File: config.mk
export PLATFORM = sky130hd
export DESIGN_NAME = clamp_pulse_gen
export DESIGN_NICKNAME = d
export VERILOG_FILES = /design/src/rtl/clamp_pulse_gen.sv
export SDC_FILE = /design/constraint.sdc
export NUM_CORES = 1
export LEC_CHECK = 0
export BUFFER_PORTS_ARGS = -buffer_cell sky130_fd_sc_hd__buf_4
export CAP_MARGIN = 20
export CORE_AREA = 2 2 67 69
export DETAILED_ROUTE_END_ITERATION = 10
export DIE_AREA = 0 0 69 71
export PLACE_DENSITY = 0.73
export SYNTH_ARGS = -nofsm -noshare
export SYNTH_HDL_FRONTEND = slang
export SYNTH_SLANG_ARGS = --single-unit
export TNS_END_PERCENT = 1
File: constraint.sdc
create_clock -name clk -period 6.06 [get_ports clk]
set_input_delay 0.303 -clock clk [delete_from_list [all_inputs] [get_ports clk]]
set_output_delay 0.303 -clock clk [all_outputs]
set_load 0.1 [all_outputs]
File: src/rtl/clamp_pulse_gen.sv
`timescale 1ns/1ps
module clamp_pulse_gen #(
  parameter int CNT_W  = 8,
  parameter int CH_NUM = 3,
  parameter int CODE_W = 10
) (
  input  logic                     clk,
  input  logic                     rst_n,
  input  logic                     hsync_in,
  input  logic                     hsync_pol,
  input  logic                     ext_clamp_in,
  input  logic                     ext_pol,
  input  logic                     ext_sel,
  input  logic [CNT_W-1:0]         place_cnt,
  input  logic [CNT_W-1:0]         width_cnt,
  input  logic [CH_NUM-1:0]        mid_sel,
  output logic                     clamp_out,
  output logic [CH_NUM*CODE_W-1:0] clamp_code
);

  localparam logic [CODE_W-1:0] MID_CODE = {1'b1, {(CODE_W-1){1'b0}}};

  typedef enum logic [1:0] {IDLE, HOLD_OFF, ACTIVE} phase_t;

  phase_t           phase;
  logic [CNT_W-1:0] cnt;
  logic             sync_d, int_on, ext_r;

  wire sync_act = (hsync_in == hsync_pol);
  wire ext_act  = (ext_clamp_in == ext_pol);
  wire trail    = sync_d & ~sync_act;

  always_ff @(posedge clk or negedge rst_n) begin
    if (!rst_n) begin
      phase  <= IDLE;
      cnt    <= '0;
      sync_d <= 1'b0;
      int_on <= 1'b0;
      ext_r  <= 1'b0;
    end else begin
      sync_d <= sync_act;
      ext_r  <= ext_act;
      if (sync_act) begin
        phase  <= IDLE;
        int_on <= 1'b0;
        cnt    <= '0;
      end else if (trail) begin
        if (width_cnt == '0) begin
          phase  <= IDLE;
          int_on <= 1'b0;
        end else if (place_cnt == '0) begin
          phase  <= ACTIVE;
          int_on <= 1'b1;
          cnt    <= width_cnt - 1'b1;
        end else begin
          phase  <= HOLD_OFF;
          int_on <= 1'b0;
          cnt    <= place_cnt - 1'b1;
        end
      end else begin
        case (phase)
          HOLD_OFF:
            if (cnt != '0) cnt <= cnt - 1'b1;
            else if (width_cnt == '0) phase <= IDLE;
            else begin
              phase  <= ACTIVE;
              int_on <= 1'b1;
              cnt    <= width_cnt - 1'b1;
            end
          ACTIVE:
            if (cnt != '0) cnt <= cnt - 1'b1;
            else begin
              phase  <= IDLE;
              int_on <= 1'b0;
            end
          default: ;
        endcase
      end
    end
  end

  assign clamp_out = ext_sel ? ext_r : int_on;

  for (genvar i = 0; i < CH_NUM; i++) begin : g_code
    assign clamp_code[i*CODE_W +: CODE_W] = mid_sel[i] ? MID_CODE : '0;
  end


  sync_quiet_chk: assert property (@(posedge clk) disable iff (!rst_n)
    sync_act |=> !int_on);


  zero_width_chk: assert property (@(posedge clk) disable iff (!rst_n)
    (trail && width_cnt == '0) |=> !int_on);


  zero_place_chk: assert property (@(posedge clk) disable iff (!rst_n)
    (trail && place_cnt == '0 && width_cnt != '0) |=> int_on);


  ext_follow_chk: assert property (@(posedge clk) disable iff (!rst_n)
    ($past(rst_n) && $past(ext_sel) && ext_sel) |->
      (clamp_out == ($past(ext_clamp_in) == $past(ext_pol))));


  abort_chk: assert property (@(posedge clk) disable iff (!rst_n)
    (int_on && sync_act) |=> (phase == IDLE));

endmodule

# Yosys cells after proc, flatten, opt, wreduce, memory -nomap -nowiden
# Cells that the tools add are included.
# Widths: inputs -> output; s select.
# word_totals
ff_bits	13
input_bits	26
output_inout_bits	31
elab_cells	55
# op_classes
addsub	3
n_eq_ne	10
muxes	28
bitwise	2
n_reduce_logical	7
# op_table
cell	n
$mux 8	7
$mux 10	3
$sub 8x1->8 const B	3
$ne 4x4->1 const B	5
$logic_not 8->1	2
$pmux 8 s2	1
$mux 2	7
$mux 1	8
$reduce_and 4->1	2
$reduce_bool 8->1	1
$pmux 2 s2	1
$reduce_bool 4->1	1
$ne 3x3->1 const B	1
$reduce_and 3->1	1
$eq 1x1->1	2
$eq 2x1->1 const B	1
$eq 2x2->1 const B	1
$pmux 1 s2	1
$and 1x1->1	1
$not 1->1	1

# Logic depth before layout (Yosys ltp)
# depth
depth_word	6
ltp_mapped	8
depth_no_buf	7

# Least setup slack after synthesis
# OpenSTA, ideal clock, no wires.
# synth_path
kind	in2reg
startpoint	input width_cnt[5]
endpoint	register cnt[6]
setup_ps	125
t_arrival_ps	1865
required_ps	5935
slack_ps	4070
cell_stages	5
path_buffers	0
cell_sequence	or4_4 -> nor4b_4 -> a221oi_2 -> nor2_4 -> mux2_2
# synth_between
elab_chain_len	6
word_cells_on_any_way	12
classes_between	add/sub: 1; eq/ne: 2; mux: 7; reduce/logical: 2
# synth_lines
element	line_no	source
from (decl)	15	input logic [CNT_W-1:0] width_cnt,
$sub 8x1->8	54, 68	
$mux 8	64	else if (width_cnt == '0) phase <= IDLE;
$mux 8	63	if (cnt != '0) cnt <= cnt - 1'b1;
$pmux 8 s2	61	case (phase)
$mux 8	47	end else if (trail) begin
$mux 8	43	if (sync_act) begin
to (signal assigned)	54	cnt <= width_cnt - 1'b1;
to (signal assigned)	63	
to (signal assigned)	68	cnt <= width_cnt - 1'b1;
to (decl)	26	logic [CNT_W-1:0] cnt;
# Parallel ways exist; a longest one is shown, timed or not. The select of a mux whose other input is x is not followed.
# A chain may end at the register's enable or synchronous reset.

# Final worst setup path
# layout_path
startpoint	input hsync_pol
endpoint	register phase[1]
# layout_between
elab_chain_len	5
word_cells_on_any_way	9
classes_between	eq/ne: 3; mux: 2; bitwise: 2; reduce/logical: 2
# layout_lines
element	line_no	source
from (decl)	10	input logic hsync_pol,
$eq 1x1->1 (*)	29	wire sync_act = (hsync_in == hsync_pol);
named net sync_act	29	
$not 1->1	31	wire trail = sync_d & ~sync_act;
$and 1x1->1	31	
$ne 4x4->1 (no line), or another cell as far along	n/a	
$reduce_and 3->1 (no line) / $mux 2 (equally long branches)	n/a	
to (signal assigned)	35	phase <= IDLE;
to (signal assigned)	44	phase <= IDLE;
to (signal assigned)	49	phase <= IDLE;
to (decl)	25	phase_t phase;
# Mark *: on every way through the listed nets, which the timed path passes. The rest lies on a longest branch.

==> flow_summary.html <==
<table>
<tr><th>Metric</th><th>Value</th></tr>
<tr><th colspan="2">Status</th></tr>
<tr><td>Result of the run</td><td>complete, no violations</td></tr>
<tr><th colspan="2">Placement</th></tr>
<tr><td>Cell count after placement</td><td>264</td></tr>
<tr><td>Detailed placer's ending HPWL</td><td>3060 um</td></tr>
<tr><td>Number of input and output port buffers inserted</td><td>23</td></tr>
<tr><td>Cell area reported after detailed placement</td><td>1710 um2</td></tr>
<tr><td>Routability cong.</td><td>0.930</td></tr>
<tr><th colspan="2">Global routing</th></tr>
<tr><td>Total congestion overflow after global routing</td><td>0</td></tr>
<tr><td>Number of antenna violations at the first check in global routing</td><td>0</td></tr>
<tr><td>Global routing usage summed across all routing layers</td><td>0.153</td></tr>
<tr><td>Vias in the first global route</td><td>1308</td></tr>
<tr><td>Maximum number of pins on one net before global-route repair</td><td>19</td></tr>
<tr><td>Wire length of the first global-routing pass</td><td>6150 um</td></tr>
<tr><th colspan="2">Power</th></tr>
<tr><td>Cell Pwr Density</td><td>292 nW/um2</td></tr>
<tr><td>Overall Power</td><td>515 uW</td></tr>
<tr><td>Largest voltage drop on the vdd net</td><td>0.210 mV</td></tr>
<tr><td>Leak Pwr</td><td>0.778 nW</td></tr>
<tr><th colspan="2">Floorplan</th></tr>
<tr><td>Core region area</td><td>4200 um2</td></tr>
<tr><td>Chip Width</td><td>69 um</td></tr>
<tr><td>I/O pin total</td><td>57</td></tr>
<tr><td>Number of core rows</td><td>24</td></tr>
<tr><td>Vert. Die Dim</td><td>71 um</td></tr>
<tr><td>Initial Util</td><td>0.385</td></tr>
<tr><td>Die area</td><td>4900 um2</td></tr>
<tr><th colspan="2">Setup path</th></tr>
<tr><td>Type of the setup path with the least slack</td><td>primary input to register</td></tr>
<tr><td>Critical path launch point type</td><td>primary input</td></tr>
<tr><td>CP required</td><td>6.19 ns</td></tr>
<tr><td>Worst endpoint data arrival time</td><td>2.45 ns</td></tr>
<tr><td>Maximum fanout count along the critical path</td><td>11</td></tr>
<tr><td>Reg-to-reg setup timing slack</td><td>3.81 ns</td></tr>
<tr><td>Element type at the critical path end</td><td>register</td></tr>
<tr><td>Worst Reg-to-Reg Cells</td><td>5</td></tr>
<tr><th colspan="2">Finish</th></tr>
<tr><td>Final-stage net count</td><td>251</td></tr>
<tr><td>Share of layout cells above drive strength 1</td><td>0.166</td></tr>
<tr><td>Final non-filler cell area</td><td>1760 um2</td></tr>
<tr><td>Area growth from synthesis to layout</td><td>9.06%</td></tr>
<tr><td>Antenna diode count</td><td>0</td></tr>
<tr><td>Post-Layout Cell Count</td><td>269</td></tr>
<tr><th colspan="2">Detailed routing</th></tr>
<tr><td>Number of vias in the routed layout</td><td>1445</td></tr>
<tr><td>DRC violation count after routing</td><td>0</td></tr>
<tr><td>Average routed wire per standard cell</td><td>14.0 um</td></tr>
<tr><td>Initial DRC count</td><td>102</td></tr>
<tr><td>Wire length after detailed routing</td><td>3770 um</td></tr>
<tr><td>Per-cell via count in the routed design</td><td>5.37</td></tr>
<tr><td>Number of nets with antenna violations after detailed routing</td><td>0</td></tr>
<tr><td>First-pass iteration count of the detailed router</td><td>4</td></tr>
<tr><th colspan="2">Worst hold path</th></tr>
<tr><td>Hold depth</td><td>2</td></tr>
<tr><td>Worst hold path class</td><td>primary input to register</td></tr>
<tr><th colspan="2">Clocking</th></tr>
<tr><td>Max Root-Sink Buffers</td><td>2</td></tr>
<tr><td>CTS tree</td><td>yes</td></tr>
<tr><td>Number of buffers inserted by post-CTS setup repair</td><td>0</td></tr>
<tr><td>Number of levels the H-tree was split into</td><td>1</td></tr>
<tr><td>Latest clock arrival within the worst-skew pair</td><td>0.24 ns</td></tr>
<tr><td>Number of buffers inserted during clock tree synthesis</td><td>3</td></tr>
<tr><td>CTS clock-pin slew for the worst setup and hold paths</td><td>0.05 ns</td></tr>
<tr><td>Clock tree root driver cell</td><td>sky130_fd_sc_hd__clkbuf_8</td></tr>
<tr><td>Total clock sinks</td><td>13</td></tr>
<tr><th colspan="2">STA</th></tr>
<tr><td>Final Hold Fails</td><td>0</td></tr>
<tr><td>Pins Over Slew Limit</td><td>0</td></tr>
<tr><td>Final total negative setup slack</td><td>0 ns</td></tr>
<tr><td>Worst-case clock skew</td><td>0.00297 ns</td></tr>
<tr><td>Worst slew margin relative to its limit</td><td>0.481</td></tr>
<tr><td>Hold WS</td><td>0.234 ns</td></tr>
<tr><td>Unrepaired setup endpoints after global routing</td><td>false</td></tr>
<tr><td>Highest clock rate</td><td>0.430 GHz</td></tr>
<tr><td>Final setup violation count</td><td>0</td></tr>
<tr><td>Fraction of the cycle the final worst path needs</td><td>0.384</td></tr>
<tr><td>Least-Margin Pin Slew</td><td>0.775 ns</td></tr>
<tr><td>Time the worst path needs with I/O delays and setup</td><td>2.32 ns</td></tr>
<tr><th colspan="2">Logic synthesis</th></tr>
<tr><td>Post-Synthesis Cells</td><td>198</td></tr>
<tr><td>Post-synthesis average cell area</td><td>8.16 um2</td></tr>
<tr><td>Netlist area before placement</td><td>1620 um2</td></tr>
<tr><td>Share of synthesized area occupied by flip-flops and latches</td><td>0.201</td></tr>
<tr><td>Number of storage elements in the synthesis netlist</td><td>13</td></tr>
<tr><td>Main synth FF type</td><td>sky130_fd_sc_hd__dfrtp_1</td></tr>
<tr><td>Number of unique standard cell types used by synthesis</td><td>53</td></tr>
<tr><td>Number of enable flip-flop cells after synthesis</td><td>0</td></tr>
<tr><td>Share of flip-flops with an asynchronous set or reset after synthesis</td><td>1.00</td></tr>
<tr><td>Total number of yosys warnings</td><td>0</td></tr>
<tr><th colspan="2">Job</th></tr>
<tr><td># Max-Cap Violations</td><td>0</td></tr>
</table>
-- final cells by class --
type,count,area (um2)
clock buffers,4,45.0
multi-input cells,162,1090
well taps,52,65.1
fillers,426,2440
flip-flops and latches,13,325
repair buffers,24,183
inverters,14,52.6
-- final timing paths --
check | from | endpoint
min | ext_clamp_in | ext_r
max reg2reg | sync_d | cnt[6]
min reg2reg | phase[1] | phase[1]
max in group asynchronous | rst_n | cnt[2]
max | hsync_pol | phase[1]
min in group asynchronous | rst_n | sync_d
-- cells in the final DEF, fill, tap and decap left out, types with 2 or more instances in the layout --
| master | netlist | layout |
|---|---|---|
| sky130_fd_sc_hd__conb_1 | 1 | 27 |
| sky130_fd_sc_hd__a2111oi_0 | 2 | 2 |
| sky130_fd_sc_hd__nor4_1 | 2 | 2 |
| sky130_fd_sc_hd__xnor2_1 | 7 | 7 |
| sky130_fd_sc_hd__a211o_1 | 2 | 2 |
| sky130_fd_sc_hd__clkbuf_8 | 0 | 3 |
| sky130_fd_sc_hd__xor2_1 | 3 | 3 |
| sky130_fd_sc_hd__nor3b_1 | 3 | 3 |
| sky130_fd_sc_hd__nand4_1 | 3 | 3 |
| sky130_fd_sc_hd__mux2i_1 | 6 | 6 |
| sky130_fd_sc_hd__and3_1 | 3 | 3 |
| sky130_fd_sc_hd__a21oi_1 | 12 | 12 |
| sky130_fd_sc_hd__or4_1 | 2 | 2 |
| sky130_fd_sc_hd__o21ai_0 | 7 | 7 |
| sky130_fd_sc_hd__inv_1 | 13 | 13 |
| sky130_fd_sc_hd__ha_1 | 7 | 7 |
| sky130_fd_sc_hd__or3_1 | 3 | 3 |
| sky130_fd_sc_hd__o2bb2ai_1 | 3 | 3 |
| sky130_fd_sc_hd__buf_4 | 30 | 23 |
| sky130_fd_sc_hd__mux2_2 | 4 | 4 |
| sky130_fd_sc_hd__o2111ai_1 | 2 | 2 |
| sky130_fd_sc_hd__o31ai_1 | 3 | 3 |
| sky130_fd_sc_hd__nor3_1 | 10 | 10 |
| sky130_fd_sc_hd__nand3_1 | 5 | 5 |
| sky130_fd_sc_hd__o211ai_1 | 2 | 2 |
| sky130_fd_sc_hd__nor2b_1 | 3 | 3 |
| sky130_fd_sc_hd__nand2_1 | 8 | 8 |
| sky130_fd_sc_hd__nor2_1 | 10 | 10 |
| sky130_fd_sc_hd__dfrtp_1 | 13 | 13 |
-- what timing repair did --
item,CTS,global route
resized for setup,0,0
endpoints found under the hold margin,13,0
hold buffers,1,0
-- flip-flops by register name, indices dropped and copies added (netlist names) --
name,count
cnt,8
phase,2
ext_r,1
int_on,1
sync_d,1
-- cell families (layout without fill, tap and decap cells) --
group	Yosys count	after routing	synth area share
other	1	27	0.00232
buffers and inverters	49	42	0.183
AO/OA/AOI/OAI	47	47	0.207
multiplexers	10	10	0.0650
XOR/XNOR	10	10	0.0542
AND/OR/NAND/NOR	61	61	0.233
adder cells (fa/ha/maj)	7	7	0.0542
flip-flops	13	13	0.201
-- Yosys cell counts (2+ instances only) --
cell / number / area (um2)
sky130_fd_sc_hd__dfrtp_1: 13 / 325
sky130_fd_sc_hd__nor3b_1: 3 / 22.5
sky130_fd_sc_hd__a2111oi_0: 2 / 17.5
sky130_fd_sc_hd__or3_1: 3 / 18.8
sky130_fd_sc_hd__nand4_1: 3 / 18.8
sky130_fd_sc_hd__and3_1: 3 / 18.8
sky130_fd_sc_hd__o2bb2ai_1: 3 / 26.3
sky130_fd_sc_hd__o211ai_1: 2 / 15.0
sky130_fd_sc_hd__clkbuf_1: 5 / 18.8
sky130_fd_sc_hd__a21oi_1: 12 / 60.1
sky130_fd_sc_hd__nor4_1: 2 / 12.5
sky130_fd_sc_hd__xor2_1: 3 / 26.3
sky130_fd_sc_hd__nand3_1: 5 / 25.0
sky130_fd_sc_hd__mux2i_1: 6 / 60.1
sky130_fd_sc_hd__a211o_1: 2 / 17.5
sky130_fd_sc_hd__o31ai_1: 3 / 22.5
sky130_fd_sc_hd__ha_1: 7 / 87.6
sky130_fd_sc_hd__nor2b_1: 3 / 18.8
sky130_fd_sc_hd__nor3_1: 10 / 50.1
sky130_fd_sc_hd__nand2_1: 8 / 30.0
sky130_fd_sc_hd__buf_4: 30 / 225
sky130_fd_sc_hd__or4_1: 2 / 15.0
sky130_fd_sc_hd__inv_1: 13 / 48.8
sky130_fd_sc_hd__nor2_1: 10 / 37.5
sky130_fd_sc_hd__mux2_2: 4 / 45.0
sky130_fd_sc_hd__xnor2_1: 7 / 61.3
sky130_fd_sc_hd__o21ai_0: 7 / 35.0
sky130_fd_sc_hd__o2111ai_1: 2 / 17.5
-- per-layer routing --
metal | vias to the layer above | GRT usage | part of all wire
met1 | 679 | 0.213 | 0.45
met4 | 0 | 0.0305 | 0.015
met2 | 52 | 0.247 | 0.48
met3 | 6 | 0.0342 | 0.057
met5 | - | 0 | 0
li1 | 708 | - | -
-- worst max-delay path: stages --
cell                       delay (ns)
sky130_fd_sc_hd__buf_4           0.11
sky130_fd_sc_hd__xor2_1          0.62
sky130_fd_sc_hd__clkinv_1        0.48
sky130_fd_sc_hd__nor2_1          0.37
sky130_fd_sc_hd__o21a_1          0.23
sky130_fd_sc_hd__mux2_2          0.34
-- power breakdown --
| group | internal (mW) | leakage (nW) | total, mW | switching [mW] |
|---|---|---|---|---|
| combinational | 0.0944 | 0.589 | 0.303 | 0.208 |
| sequential | 0.109 | 0.166 | 0.137 | 0.0280 |
| clock | 0.0463 | 0.0228 | 0.0756 | 0.0292 |
| total | 0.250 | 0.778 | 0.515 | 0.266 |
-- through the flow --
step,setup WS (ns),utilization
floorplan,4.07,-
global placement,3.61,0.406
detailed placement,3.52,0.406
CTS,3.78,0.419
global route,3.50,0.419
finish,3.74,0.419
No activity file was read; power rests on OpenSTA's default activity.
